$ cat config.mk
export PLATFORM = sky130hd
export DESIGN_NAME = loop_accel
export DESIGN_NICKNAME = d
export VERILOG_FILES = /design/src/rtl/loop_accel_pkg.sv /design/src/rtl/loop_accel_kernel.sv /design/src/rtl/loop_accel_regs.sv /design/src/rtl/loop_accel_seq.sv /design/src/rtl/loop_accel_datapath.sv /design/src/rtl/loop_accel.sv
export SDC_FILE = /design/constraint.sdc
export NUM_CORES = 1
export LEC_CHECK = 0
export ABC_AREA = 0
export CORE_MARGIN = 1.5
export CORE_UTILIZATION = 48
export CTS_BUF_LIST = sky130_fd_sc_hd__clkbuf_2 sky130_fd_sc_hd__clkbuf_4 sky130_fd_sc_hd__clkbuf_8
export CTS_CLUSTER_DIAMETER = 200
export DETAILED_ROUTE_END_ITERATION = 8
export DONT_BUFFER_PORTS = 1
export SYNTH_ARGS = -nofsm -noshare
export SYNTH_HDL_FRONTEND = slang
export SYNTH_SLANG_ARGS = --single-unit
$ cat constraint.sdc
create_clock -name clk -period 6.5 [get_ports clk]
set_input_delay 1.3 -clock clk [delete_from_list [all_inputs] [get_ports clk]]
set_output_delay 1.3 -clock clk [all_outputs]
set_load 0.01 [all_outputs]
$ cat src/rtl/loop_accel_pkg.sv
package loop_accel_pkg;

    localparam int REG_AW = 3;
    localparam int CTRL_W = 5;

    localparam logic [REG_AW-1:0] RA_BASE  = 3'd0;
    localparam logic [REG_AW-1:0] RA_COUNT = 3'd1;
    localparam logic [REG_AW-1:0] RA_MODE  = 3'd2;
    localparam logic [REG_AW-1:0] RA_INIT  = 3'd3;
    localparam logic [REG_AW-1:0] RA_CMD   = 3'd4;
    localparam logic [REG_AW-1:0] RA_ACC   = 3'd5;
    localparam logic [REG_AW-1:0] RA_IN    = 3'd6;

    typedef enum logic [1:0] {
        K_ADD = 2'd0,
        K_XOR = 2'd1,
        K_AND = 2'd2,
        K_OR  = 2'd3
    } kern_op_e;

    // packed order gives op[4:3], burst[2], wb[1], down[0]
    typedef struct packed {
        kern_op_e op;
        logic     burst;
        logic     wb;
        logic     down;
    } run_mode_t;

    typedef enum logic [2:0] {
        S_IDLE,
        S_FETCH,
        S_COMPUTE,
        S_WRITEBACK,
        S_DONE
    } seq_state_e;

endpackage

$ cat src/rtl/loop_accel_kernel.sv
module loop_accel_kernel
    import loop_accel_pkg::*;
#(
    parameter int DW = 32
) (
    input  kern_op_e      op,
    input  logic [DW-1:0] acc_in,
    input  logic [DW-1:0] operand,
    output logic [DW-1:0] acc_out
);
    always_comb begin
        unique case (op)
            K_ADD:   acc_out = acc_in + operand;
            K_XOR:   acc_out = acc_in ^ operand;
            K_AND:   acc_out = acc_in & operand;
            default: acc_out = acc_in | operand;
        endcase
    end
endmodule

$ cat src/rtl/loop_accel_regs.sv
module loop_accel_regs
    import loop_accel_pkg::*;
#(
    parameter int AW = 16,
    parameter int DW = 32,
    parameter int CW = 16
) (
    input  logic              clk,
    input  logic              rst,
    input  logic              cfg_we,
    input  logic [REG_AW-1:0] cfg_addr,
    input  logic [DW-1:0]     cfg_wdata,
    output logic [DW-1:0]     cfg_rdata,
    input  logic              busy,
    input  logic              irq,
    input  logic [DW-1:0]     acc,
    input  logic [DW-1:0]     inreg,
    output logic [AW-1:0]     base_o,
    output logic [CW-1:0]     count_o,
    output run_mode_t         mode_o,
    output logic [DW-1:0]     init_o,
    output logic              start_o,
    output logic              irq_clr_o
);
    logic [AW-1:0] base_q;
    logic [CW-1:0] count_q;
    run_mode_t     mode_q;
    logic [DW-1:0] init_q;

    always_ff @(posedge clk) begin
        if (rst) begin
            base_q  <= '0;
            count_q <= '0;
            mode_q  <= '0;
            init_q  <= '0;
        end else if (cfg_we) begin
            case (cfg_addr)
                RA_BASE:  base_q  <= cfg_wdata[AW-1:0];
                RA_COUNT: count_q <= cfg_wdata[CW-1:0];
                RA_MODE:  mode_q  <= run_mode_t'(cfg_wdata[CTRL_W-1:0]);
                RA_INIT:  init_q  <= cfg_wdata;
                default:  ;
            endcase
        end
    end

    assign start_o   = cfg_we && (cfg_addr == RA_CMD) && cfg_wdata[0];
    assign irq_clr_o = cfg_we && (cfg_addr == RA_CMD) && cfg_wdata[1];

    always_comb begin
        case (cfg_addr)
            RA_BASE:  cfg_rdata = DW'(base_q);
            RA_COUNT: cfg_rdata = DW'(count_q);
            RA_MODE:  cfg_rdata = DW'(mode_q);
            RA_INIT:  cfg_rdata = init_q;
            RA_CMD:   cfg_rdata = DW'({irq, busy});
            RA_ACC:   cfg_rdata = acc;
            RA_IN:    cfg_rdata = inreg;
            default:  cfg_rdata = '0;
        endcase
    end

    assign base_o  = base_q;
    assign count_o = count_q;
    assign mode_o  = mode_q;
    assign init_o  = init_q;
endmodule

$ cat src/rtl/loop_accel_seq.sv
module loop_accel_seq
    import loop_accel_pkg::*;
#(
    parameter int AW = 16,
    parameter int CW = 16
) (
    input  logic          clk,
    input  logic          rst,
    input  logic          start,
    input  logic          irq_clr,
    input  logic [AW-1:0] base,
    input  logic [CW-1:0] count,
    input  run_mode_t     mode,
    input  logic          mem_gnt,
    output logic          mem_req,
    output logic          mem_we,
    output logic [AW-1:0] mem_addr,
    output logic          load_init,
    output logic          load_in,
    output logic          acc_en,
    output logic          busy,
    output logic          irq,
    output kern_op_e      run_op
);
    seq_state_e    state, nxt;
    logic [AW-1:0] cur_addr;
    logic [CW-1:0] remain;
    run_mode_t     run_mode;
    logic          pend;
    logic          accept;
    logic          stream;
    logic          step_now;

    assign accept    = (state == S_IDLE) && start;
    assign stream    = run_mode.burst && !run_mode.wb;
    assign load_in   = (state == S_FETCH) && mem_gnt;
    assign load_init = accept;
    assign step_now  = (load_in && !run_mode.wb) || ((state == S_WRITEBACK) && mem_gnt);

    always_comb begin
        nxt = state;
        case (state)
            S_IDLE:      if (start) nxt = (count == '0) ? S_DONE : S_FETCH;
            S_FETCH:     if (mem_gnt)
                             nxt = (remain == CW'(1) || !stream) ? S_COMPUTE : S_FETCH;
            S_COMPUTE:   nxt = run_mode.wb ? S_WRITEBACK
                                           : ((remain == '0) ? S_DONE : S_FETCH);
            S_WRITEBACK: if (mem_gnt) nxt = (remain == '0) ? S_DONE : S_FETCH;
            S_DONE:      nxt = S_IDLE;
            default:     nxt = S_IDLE;
        endcase
    end

    always_ff @(posedge clk) begin
        if (rst) begin
            state    <= S_IDLE;
            cur_addr <= '0;
            remain   <= '0;
            run_mode <= '0;
            pend     <= 1'b0;
            irq      <= 1'b0;
        end else begin
            state <= nxt;
            pend  <= load_in;
            if (accept) begin
                cur_addr <= base;
                remain   <= count;
                run_mode <= mode;
            end else begin
                if (load_in)  remain   <= remain - CW'(1);
                if (step_now) cur_addr <= run_mode.down ? cur_addr - AW'(1)
                                                        : cur_addr + AW'(1);
            end
            if (state == S_DONE) irq <= 1'b1;
            else if (irq_clr)    irq <= 1'b0;
        end
    end

    assign mem_req  = (state == S_FETCH) || (state == S_WRITEBACK);
    assign mem_we   = (state == S_WRITEBACK);
    assign mem_addr = cur_addr;
    assign acc_en   = pend;
    assign busy     = (state != S_IDLE);
    assign run_op   = run_mode.op;

    // an ungranted request keeps its address and direction
    a_r4_req_hold: assert property (@(posedge clk) disable iff (rst)
        mem_req && !mem_gnt |=> mem_req && $stable(mem_addr) && $stable(mem_we));

    // outside streaming, a read grant is followed by an idle request cycle
    a_r8_single_gap: assert property (@(posedge clk) disable iff (rst)
        mem_req && mem_gnt && !mem_we && !stream |=> !mem_req);

    // interrupt is sticky until cleared
    a_r10_irq_sticky: assert property (@(posedge clk) disable iff (rst)
        irq && !irq_clr |=> irq);

    // zero count completes without touching memory
    a_r11_zero_count: assert property (@(posedge clk) disable iff (rst)
        (state == S_IDLE) && start && (count == '0) |=> !mem_req ##1 irq);
endmodule

$ cat src/rtl/loop_accel_datapath.sv
module loop_accel_datapath
    import loop_accel_pkg::*;
#(
    parameter int DW = 32
) (
    input  logic          clk,
    input  logic          rst,
    input  logic          load_init,
    input  logic [DW-1:0] init_val,
    input  logic          load_in,
    input  logic [DW-1:0] rdata,
    input  logic          acc_en,
    input  kern_op_e      op,
    output logic [DW-1:0] acc,
    output logic [DW-1:0] inreg
);
    logic [DW-1:0] acc_next;

    loop_accel_kernel #(.DW(DW)) u_kernel (
        .op      (op),
        .acc_in  (acc),
        .operand (inreg),
        .acc_out (acc_next)
    );

    always_ff @(posedge clk) begin
        if (rst) begin
            acc   <= '0;
            inreg <= '0;
        end else begin
            if (load_in)        inreg <= rdata;
            if (load_init)      acc   <= init_val;
            else if (acc_en)    acc   <= acc_next;
        end
    end

    // accumulator moves only on a start or an accumulate step
    a_r5_acc_hold: assert property (@(posedge clk) disable iff (rst)
        !load_init && !acc_en |=> $stable(acc));

    // input register changes only on a read grant
    a_r4_in_hold: assert property (@(posedge clk) disable iff (rst)
        !load_in |=> $stable(inreg));
endmodule

$ cat src/rtl/loop_accel.sv
module loop_accel
    import loop_accel_pkg::*;
#(
    parameter int AW = 16,
    parameter int DW = 32,
    parameter int CW = 16
) (
    input  logic              clk,
    input  logic              rst,
    input  logic              cfg_we,
    input  logic [REG_AW-1:0] cfg_addr,
    input  logic [DW-1:0]     cfg_wdata,
    output logic [DW-1:0]     cfg_rdata,
    output logic              mem_req,
    output logic              mem_we,
    output logic [AW-1:0]     mem_addr,
    output logic [DW-1:0]     mem_wdata,
    input  logic              mem_gnt,
    input  logic [DW-1:0]     mem_rdata,
    output logic              irq
);
    logic [AW-1:0] base;
    logic [CW-1:0] count;
    run_mode_t     mode;
    logic [DW-1:0] init_val;
    logic          start, irq_clr;
    logic          load_init, load_in, acc_en, busy;
    kern_op_e      run_op;
    logic [DW-1:0] acc, inreg;

    loop_accel_regs #(.AW(AW), .DW(DW), .CW(CW)) u_regs (
        .clk       (clk),
        .rst       (rst),
        .cfg_we    (cfg_we),
        .cfg_addr  (cfg_addr),
        .cfg_wdata (cfg_wdata),
        .cfg_rdata (cfg_rdata),
        .busy      (busy),
        .irq       (irq),
        .acc       (acc),
        .inreg     (inreg),
        .base_o    (base),
        .count_o   (count),
        .mode_o    (mode),
        .init_o    (init_val),
        .start_o   (start),
        .irq_clr_o (irq_clr)
    );

    loop_accel_seq #(.AW(AW), .CW(CW)) u_seq (
        .clk       (clk),
        .rst       (rst),
        .start     (start),
        .irq_clr   (irq_clr),
        .base      (base),
        .count     (count),
        .mode      (mode),
        .mem_gnt   (mem_gnt),
        .mem_req   (mem_req),
        .mem_we    (mem_we),
        .mem_addr  (mem_addr),
        .load_init (load_init),
        .load_in   (load_in),
        .acc_en    (acc_en),
        .busy      (busy),
        .irq       (irq),
        .run_op    (run_op)
    );

    loop_accel_datapath #(.DW(DW)) u_dp (
        .clk       (clk),
        .rst       (rst),
        .load_init (load_init),
        .init_val  (init_val),
        .load_in   (load_in),
        .rdata     (mem_rdata),
        .acc_en    (acc_en),
        .op        (run_op),
        .acc       (acc),
        .inreg     (inreg)
    );

    assign mem_wdata = acc;
endmodule

==> flow_summary_export.csv, run 1 <==
group,metric,value,unit
status,run_status,"completed",
route,wl,37700,um
timing,finalSetupTns,0,ps
layout,instances_no_fill,1853,
global_routing,antenna_found_initial,0,
die,die-width,158,um
cts,clk_pin_slew,110,ps
worst_setup_path,slowest_stage,"nor2b_2",
worst_setup_path,worstPathCellList,"nor2b_2 > buf_4 > a221oi_1 > o22ai_1",
timing,clock.fmax,0.246,GHz
layout,final_util,0.514,
placed_design,placed_cells,1821,
hold_path,min_from,"u_seq.run_mode[2]$_SDFFE_PP0P_",
yosys,yosysWarnings,0,
yosys,syn-num-nets,1752,
timing,layout_worst_path_cycle_share,0.624,
worst_setup_path,worstPathArrival,2760,ps
layout,layout-drive-gt1-share,0.0580,
yosys,syn_area_per_cell,7.23,um^2
placed_design,gp_congestion,0.902,
cts,cts_buffer_depth,2,
route,postRouteAntennaNets,0,
job,drv_cap,0,
cts,clock_latency,480,ps
global_routing,grt_max_degree,177,
worst_setup_path,crit_family,"compound AO/OA/AOI/OAI gates",
cts,cts_hold_buf,0,
yosys,synthCells,1599,
yosys,ys.flop_type,"dfxtp_1",
power_and_ir_drop,vdd_drop_max,124,uV
placed_design,io_buffers,0,
global_routing,grt_pass1_wl,57700,um
worst_setup_path,cp_slowest_stage_delay,480,ps
worst_setup_path,reg2regPathDepth,12,
yosys,synth-edff-count,0,
yosys,syn_area,0.0116,mm^2
worst_setup_path,reg2reg_slack,2830,ps
die,die_h,158,um
placed_design,dp_hpwl,26500,um
cts,cts_resized,0,
yosys,yosysSeqAreaShare,0.303,
power_and_ir_drop,finalPower,0.00207,W
global_routing,grt_pass1_vias,10300,
yosys,synth.lib_cells_used.distinct,75,
route,route.vias.total,11300,
cts,cts_tree,"built",
power_and_ir_drop,leakagePower,4.24,nW
die,dieArea,0.0250,mm^2
timing,period_needed,4060,ps
yosys,synth_largest_area_cell,"dfxtp_1",
route,drtPass1Iterations,6,
die,coreArea,0.0235,mm^2
worst_setup_path,worstSetupPathType,"in2out",
power_and_ir_drop,p_per_area,171,mW/mm^2
worst_setup_path,end_kind,"primary output",
cts,cts_made_buffers,17,
cts,htree_num_levels,4,
timing,hold_viol,0,
worst_setup_path,worstReg2RegStart,"u_dp.acc[0]$_SDFFE_PP0P_",
timing,max_slew_margin,0.237,
layout,area_delta_synth_final,4.65,%
layout,diodes,0,
timing,slew_violations,0,
route,viasPerCell,6.11,
route,drt-initial-drc-count,1150,
timing,grt_setup_unrepaired,"no",
cts,clkSinkCount,175,
worst_setup_path,start_kind,"primary input",
worst_setup_path,crit_fanout,26,
timing,worst_pin_slew,1140,ps
route,drc,0,
cts,post_cts_buffers,0,
cts,cts_root_buf,"clkbuf_8",
yosys,async_flop_share,0,
yosys,yosys-top-cells-area,"dfxtp_1 (30%), nand2_1 (9.6%), a21oi_1 (9.4%), ha_1 (8.7%), o21ai_0 (4.7%)",
yosys,synth-seq-cells,175,
die,initial_core_util,0.491,
worst_setup_path,worstPathRequired,5200,ps
global_routing,grt_usage,0.300,
timing,setup_viol_count_final,0,
route,wl_per_cell,20.3,um
die,row_count,56,
timing,clock_skew,16.7,ps
die,io_pins,154,
global_routing,grt_overflow,0,
worst_setup_path,critPathBufInv,1,
layout,fin_nets,1674,
yosys,netlist.area_leader.share,0.303,
hold_path,hold_path_depth,2,
hold_path,holdPathEnd,"u_seq.run_mode[2]$_SDFFE_PP0P_",
worst_setup_path,regToRegEndpoint,"u_dp.acc[26]$_SDFFE_PP0P_",
hold_path,hold_class,"reg2reg",
-- power breakdown --
part           switching (W)  leakage, nW  internal [W]
clock               0.000504        0.211      0.000301
sequential         0.0000273         1.41       0.00109
combinational      0.0000968         2.62     0.0000534
total               0.000628         4.24       0.00145
-- worst max path at each step --
stage          slack (ps)  depth (start not counted)   startpoint                         to
5_1_grt              2400                          3  cfg_addr[0]               cfg_rdata[0]
3_3_place_gp         2520                          4  cfg_addr[1]               cfg_rdata[0]
6_report             2440                          4  cfg_addr[1]               cfg_rdata[0]
2_1_floorplan        2370                          7  cfg_addr[1]              cfg_rdata[16]
4_1_cts              2480                          4  cfg_addr[1]               cfg_rdata[0]
3_5_place_dp         2460                          7  cfg_addr[0]  u_dp.acc[27]$_SDFFE_PP0P_
-- sequential cells by signal (all words and copies together) (netlist names), 2 cells and up --
register and flops:
u_dp.acc 32, u_dp.inreg 32, u_regs.base_o 16, u_regs.count_o 16, u_regs.init_o 32, u_regs.mode_o 5
u_seq.mem_addr 16, u_seq.remain 16, u_seq.run_mode 3, u_seq.run_op 2, u_seq.state 3
-- Yosys cell counts, types with 4 or more instances --
| cell | n |
|---|---|
| a211oi_1 | 24 |
| a21o_1 | 17 |
| a21oi_1 | 217 |
| a221oi_1 | 32 |
| a22oi_1 | 18 |
| a311oi_1 | 6 |
| a31oi_1 | 14 |
| and2_1 | 7 |
| and3_1 | 4 |
| and4_1 | 4 |
| buf_2 | 5 |
| clkbuf_1 | 103 |
| dfxtp_1 | 175 |
| ha_1 | 80 |
| inv_1 | 90 |
| mux2_2 | 14 |
| mux2i_1 | 14 |
| mux4_2 | 4 |
| nand2_1 | 297 |
| nand2b_1 | 5 |
| nand3_1 | 27 |
| nand4_1 | 10 |
| nor2_1 | 113 |
| nor2b_1 | 11 |
| nor3_1 | 48 |
| nor4_1 | 13 |
| o211ai_1 | 19 |
| o21a_1 | 6 |
| o21ai_0 | 108 |
| o21bai_1 | 4 |
| o22ai_1 | 7 |
| o31ai_1 | 6 |
| or3_1 | 11 |
| xnor2_1 | 14 |
| xor2_1 | 10 |
-- kinds of logic (layout without fill, tap and decap cells) --
| kind of cell | after synthesis | in the layout | share of synthesized area |
|---|---|---|---|
| AOI/OAI and AO/OA | 523 | 523 | 0.281 |
| muxes | 32 | 32 | 0.0335 |
| buffers and inverters | 203 | 138 | 0.0665 |
| xor gates and xnor gates | 24 | 24 | 0.0182 |
| DFF | 175 | 175 | 0.303 |
| and+or+nand+nor | 560 | 560 | 0.208 |
| adders and majority gates | 82 | 82 | 0.0900 |
-- cells in the final DEF (no fill, tap or decap), drive strengths merged, types with 5 or more instances in the layout --
cell,count
nor3,48
a211oi,26
o22ai,7
inv,97
nor4,13
xor2,10
a221oi,32
clkinv,9
nor2,114
mux2i,14
clkbuf,17
nand2b,5
a311oi,6
o21ai,111
a31oi,14
and2,7
dfxtp,175
mux2,14
a2111oi,5
nor2b,11
a21o,17
or3,11
nand4,11
xnor2,14
o31ai,6
nand3,27
buf,15
o21a,6
ha,80
o21bai,5
a21oi,217
a22oi,18
nand2,297
o211ai,20
-- metrics by stage --
step           setup slack (ps)  hold WS (ps)  area [um^2]
3_5_place_dp               2460           445        11700
2_1_floorplan              2370           436        11600
6_report                   2440           465        12100
3_3_place_gp               2520           447        11700
4_1_cts                    2480           462        12100
5_1_grt                    2400           495        12100
-- metal layers --
| metal | GRT usage | part of all wire |
|---|---|---|
| met1 | 0.409 | 0.45 |
| met2 | 0.467 | 0.44 |
| met3 | 0.0714 | 0.084 |
| met4 | 0.0908 | 0.024 |
| met5 | 0 | 0 |
-- worst register-to-register path: stages, from the launching register on --
cell and delay (ps):
dfxtp_1 530, ha_1 290, inv_1 80, fa_1 380, nand2b_1 230, a2111oi_4 430, o21bai_2 160, a211oi_4 470
a21boi_0 150, o21ai_0 140, mux2_2 370, o21ai_0 210, a31oi_1 110
-- area by class of cell --
type	count	area, um^2
fillers	2456	11400
flip-flops and latches	175	3500
clock buffers	17	234
repair buffers	15	113
well taps	319	399
multi-input cells	1221	7320
clock inverters	15	191
inverters	91	342
Note: power is estimated with default switching activity, not from simulation.
==> inputs of run 2 (changes only) <==
==> constraint.sdc (replaced) <==
create_clock -name clk -period 4.2 [get_ports clk]
set_input_delay 0.84 -clock clk [delete_from_list [all_inputs] [get_ports clk]]
set_output_delay 0.84 -clock clk [all_outputs]
set_load 0.01 [all_outputs]
==> flow_summary_export.csv, run 2 (synthesis gave the netlist of run 1 again) <==
group,metric,value,unit
layout,fin_nets,1681,
route,wl,37700,um
power_and_ir_drop,p_sw_frac,0.302,
global_routing,grt_pass1_vias,10400,
die,die_h,158,um
worst_setup_path,crit_fanout,7,
route,drt-initial-drc-count,1052,
power_and_ir_drop,internal-power,0.00223,W
cts,clock_latency,480,ps
global_routing,grt_usage,0.303,
cts,cts_made_buffers,17,
cts,cts_hold_buf,0,
worst_setup_path,worstPathArrival,3860,ps
placed_design,gp_congestion,0.929,
timing,grt_setup_unrepaired,"no",
cts,cts_resized,0,
cts,cts_tree,"built",
hold_path,hold_path_depth,1,
power_and_ir_drop,seqPwrFrac,0.542,
route,viasPerCell,6.14,
worst_setup_path,reg2regPathDepth,12,
route,drtPass1Iterations,5,
route,wl_per_cell,20.3,um
cts,cts_root_buf,"clkbuf_8",
die,initial_core_util,0.491,
timing,clock_skew,21.3,ps
layout,final_cell_mix,"nand2_1 (297), a21oi_1 (217), dfxtp_1 (174), nor2_1 (110), o21ai_0 (108)",
timing,worst_pin_slew,966,ps
timing,clock.fmax,0.285,GHz
job,drv_cap,0,
route,route.vias.total,11400,
power_and_ir_drop,pwr-share-clk,0.384,
power_and_ir_drop,power_switching,0.000965,W
timing,max_slew_margin,0.353,
worst_setup_path,start_kind,"flip-flop",
layout,diodes,0,
power_and_ir_drop,leakagePower,4.26,nW
die,dieArea,0.0250,mm^2
die,io_pins,154,
placed_design,io_buffers,0,
worst_setup_path,worstSetupPathType,"reg2reg",
placed_design,dp_slack,746,ps
cts,clk_pin_slew,100,ps
power_and_ir_drop,vdd_drop_max,187,uV
worst_setup_path,regToRegEndpoint,"u_dp.acc[30]$_SDFFE_PP0P_",
hold_path,hold_class,"in2reg",
cts,htree_num_levels,4,
hold_path,holdPathEnd,"u_dp.inreg[25]$_SDFFE_PP0P_",
layout,area_delta_synth_final,4.97,%
layout,mostFrequentLayoutCell,"nand2_1",
route,postRouteAntennaNets,0,
worst_setup_path,worstReg2RegStart,"u_dp.acc[0]$_SDFFE_PP0P_",
global_routing,grt_max_degree,177,
placed_design,dp_hpwl,26700,um
worst_setup_path,worstPathRequired,4550,ps
timing,finalSetupTns,0,ps
die,die-width,158,um
timing,hold_slack,425,ps
timing,hold_viol,0,
worst_setup_path,reg2reg_slack,690,ps
status,run_status,"completed",
cts,cts_buffer_depth,2,
power_and_ir_drop,p_per_area,263,mW/mm^2
global_routing,antenna_found_initial,0,
die,coreArea,0.0235,mm^2
timing,layout_worst_path_cycle_share,0.835,
cts,post_cts_buffers,0,
power_and_ir_drop,comb_power_share,0.074,
route,drc,0,
hold_path,min_from,"rst",
die,row_count,56,
cts,clkSinkCount,175,
worst_setup_path,end_kind,"flip-flop",
timing,setup_viol_count_final,0,
layout,layout-drive-gt1-share,0.0623,
timing,slew_violations,0,
global_routing,grt_pass1_wl,58700,um
timing,setup_ws,694,ps
global_routing,grt_overflow,0,
timing,period_needed,3510,ps
-- run 2: cell count changes in the layout (fill, tap and decap cells not counted), sizes merged --
cell and change:
buf +7, clkinvlp +2, clkinv -4, inv +2
-- run 2: worst max-delay path by stage --
stage / slack [ps] / end / startpoint
after CTS: 720 / u_dp.acc[30]$_SDFFE_PP0P_ / u_dp.acc[0]$_SDFFE_PP0P_
after floorplan: 990 / cfg_rdata[16] / cfg_addr[1]
after global placement: 780 / u_dp.acc[30]$_SDFFE_PP0P_ / u_dp.acc[0]$_SDFFE_PP0P_
after detailed placement: 750 / u_dp.acc[30]$_SDFFE_PP0P_ / u_dp.acc[0]$_SDFFE_PP0P_
final: 690 / u_dp.acc[30]$_SDFFE_PP0P_ / u_dp.acc[0]$_SDFFE_PP0P_
after global routing: 450 / u_dp.acc[30]$_SDFFE_PP0P_ / u_dp.acc[0]$_SDFFE_PP0P_
-- run 2: power groups by stage --
stage / Combinational (W) / Sequential (W) / Clock, W
after detailed placement: 0.000232 / 0.00177 / 0
final: 0.000236 / 0.00173 / 0.00123
after global placement: 0.000230 / 0.00177 / 0
after global routing: 0.000261 / 0.00173 / 0.00131
after floorplan: 0.000205 / 0.00175 / 0
after CTS: 0.000234 / 0.00173 / 0.00125
-- run 2: through the flow --
step                      total power [W]  utilization  instance area (um^2)  std cells
after floorplan                   0.00195            -                 11600       1599
after global placement            0.00200        0.499                 11700       1828
after detailed placement          0.00200        0.499                 11700       1828
after CTS                         0.00321        0.516                 12100       1860
after global routing              0.00330        0.516                 12100       1860
final                             0.00319        0.516                 12100       1860
-- run 2: critical path, stage by stage, from the launching register on --
cell and delay [ps]:
dfxtp_1 530, ha_1 270, inv_1 80, fa_1 380, nand2b_1 220, a2111oi_4 410, o21bai_2 150, a211oi_4 440
nand4_2 180, a2111oi_2 330, o31ai_1 130, xor2_1 200, o21ai_2 60
-- run 2: area by class of cell --
type / count / area [um^2]
Clock buffer: 17 / 234
Clock inverter: 15 / 164
Fill cell: 2395 / 11400
Inverter: 91 / 342
Multi-Input combinational cell: 1221 / 7320
Sequential cell: 175 / 3500
Tap cell: 319 / 399
Timing Repair Buffer: 22 / 178
-- run 2: layer usage --
layer,vias to the layer above,wire [um],share of wire,GRT usage
met3,56,3430,0.091,0.0589
met2,475,16100,0.43,0.455
met4,0,1190,0.032,0.111
met5,-,0,0,0
met1,5375,17000,0.45,0.428
li1,5507,-,-,-
==> inputs of run 3 (changes only) <==
==> constraint.sdc (replaced) <==
create_clock -name clk -period 3.35 [get_ports clk]
set_input_delay 0.67 -clock clk [delete_from_list [all_inputs] [get_ports clk]]
set_output_delay 0.67 -clock clk [all_outputs]
set_load 0.01 [all_outputs]
==> flow_summary_export.csv, run 3 (synthesis gave the netlist of run 1 again) <==
group,metric,value,unit
global_routing,grt_pass1_wl,59500,um
timing,finalSetupTns,0,ps
worst_setup_path,worstPathRequired,3710,ps
global_routing,grt_max_degree,177,
timing,clock_skew,18.9,ps
timing,layout_worst_path_cycle_share,0.939,
route,postRouteAntennaNets,0,
route,drtPass1Iterations,5,
global_routing,grt_usage,0.310,
worst_setup_path,critPathBufInv,1,
timing,worst_pin_slew,796,ps
layout,area_delta_synth_final,6.61,%
timing,grt_setup_unrepaired,"no",
worst_setup_path,cp_slowest_stage_delay,440,ps
worst_setup_path,end_kind,"flip-flop",
timing,period_needed,3150,ps
power_and_ir_drop,leakagePower,4.40,nW
cts,htree_num_levels,4,
layout,final_cell_mix,"nand2_1 (297), a21oi_1 (217), dfxtp_1 (174), nor2_1 (110), o21ai_0 (108)",
die,io_pins,154,
layout,diodes,0,
layout,num-fill-cells,2406,
die,row_count,56,
die,dieArea,0.0250,mm^2
timing,max_slew_margin,0.468,
worst_setup_path,worstSetupPathType,"reg2reg",
worst_setup_path,worstPathArrival,3510,ps
cts,cts_tree,"built",
worst_setup_path,slowest_stage,"a2111oi_4",
power_and_ir_drop,vdd_drop_max,261,uV
layout,fin_nets,1703,
timing,hold_viol,0,
global_routing,grt_pass1_vias,10500,
layout,instances_no_fill,1882,
worst_setup_path,crit_fanout,4,
timing,slew_violations,0,
die,coreArea,0.0235,mm^2
worst_setup_path,crit_family,"compound AO/OA/AOI/OAI gates",
cts,clkSinkCount,175,
route,drt-initial-drc-count,1002,
placed_design,gp_congestion,0.944,
cts,cts_hold_buf,0,
hold_path,hold_class,"in2reg",
timing,setup_viol_count_final,0,
global_routing,antenna_found_initial,0,
cts,clk_pin_slew,100,ps
layout,mostFrequentLayoutCell,"nand2_1",
placed_design,placed_cells,1848,
cts,cts_resized,0,
cts,post_cts_buffers,0,
die,die_h,158,um
route,drc,0,
cts,cts_made_buffers,17,
die,die-width,158,um
worst_setup_path,start_kind,"flip-flop",
timing,clock.fmax,0.318,GHz
route,viasPerCell,6.13,
placed_design,dp_hpwl,27300,um
cts,cts_buffer_depth,2,
route,route.vias.total,11500,
worst_setup_path,worstPathCellList,"ha_1 > inv_1 > fa_1 > nand2b_1 > a2111oi_4 > o21bai_2 > a211oi_4 > nand4_2 > a2111oi_2 > o31ai_1 > xor2_1 > o21ai_2",
route,wl_per_cell,20.6,um
die,initial_core_util,0.491,
layout,layout-drive-gt1-share,0.0755,
timing,setup_ws,204,ps
placed_design,dp_slack,226,ps
global_routing,grt_overflow,0,
power_and_ir_drop,p_per_area,331,mW/mm^2
cts,cts_root_buf,"clkbuf_8",
cts,clock_latency,480,ps
status,run_status,"completed",
route,wl,38700,um
placed_design,io_buffers,0,
job,drv_cap,0,
-- run 3: cell count changes in the layout (fill, tap and decap cells not counted), sizes merged --
cell / delta
buf: +22
bufinv: +1
clkinv: +1
clkinvlp: -1
inv: -1
-- run 3: worst paths after layout --
path | from | endpoint | slack [ps] | cells past startpoint
worst max register to register | u_dp.inreg[0]$_SDFFE_PP0P_ | u_dp.acc[30]$_SDFFE_PP0P_ | 200 | 12
worst max-delay path | u_dp.inreg[0]$_SDFFE_PP0P_ | u_dp.acc[30]$_SDFFE_PP0P_ | 200 | 12
worst min-delay path | rst | u_regs.init_o[25]$_SDFFE_PP0P_ | 260 | 1
worst min register to register | u_regs.base_o[1]$_SDFFE_PP0P_ | u_seq.mem_addr[1]$_SDFFE_PP0P_ | 470 | 2
-- run 3: cell type report --
class / instances / area, um^2 / area share
clock buffer: 17 / 234 / 0.0190
multi-input combinational: 1221 / 7320 / 0.594
inverter: 91 / 342 / 0.0277
clock inverter: 15 / 188 / 0.0152
timing repair buffer: 44 / 343 / 0.0278
sequential: 175 / 3500 / 0.284
tap: 319 / 399 / 0.0324
-- run 3: power by group --
part / leakage, nW / total [W] / internal, W / switching [W]
sequential: 1.41 / 0.00217 / 0.00212 / 0.0000498
clock: 0.212 / 0.00161 / 0.000643 / 0.000963
combinational: 2.77 / 0.000311 / 0.000113 / 0.000198
-- run 3: per-layer routing --
layer | vias to the layer above | global-route usage | routed length [um]
li1 | 5561 | - | -
met1 | 5417 | 0.435 | 17400
met2 | 496 | 0.461 | 16400
met3 | 63 | 0.0698 | 3550
met4 | 0 | 0.113 | 1280
met5 | - | 0 | 0
-- run 3: through the flow --
step,hold slack (ps),power [W],area [um^2],util
6_report,257,0.00408,12300,0.524
5_1_grt,233,0.00423,12300,0.524
4_1_cts,231,0.00411,12300,0.523
3_5_place_dp,450,0.00252,11900,0.505
3_3_place_gp,447,0.00252,11900,0.505
2_1_floorplan,436,0.00245,11600,-
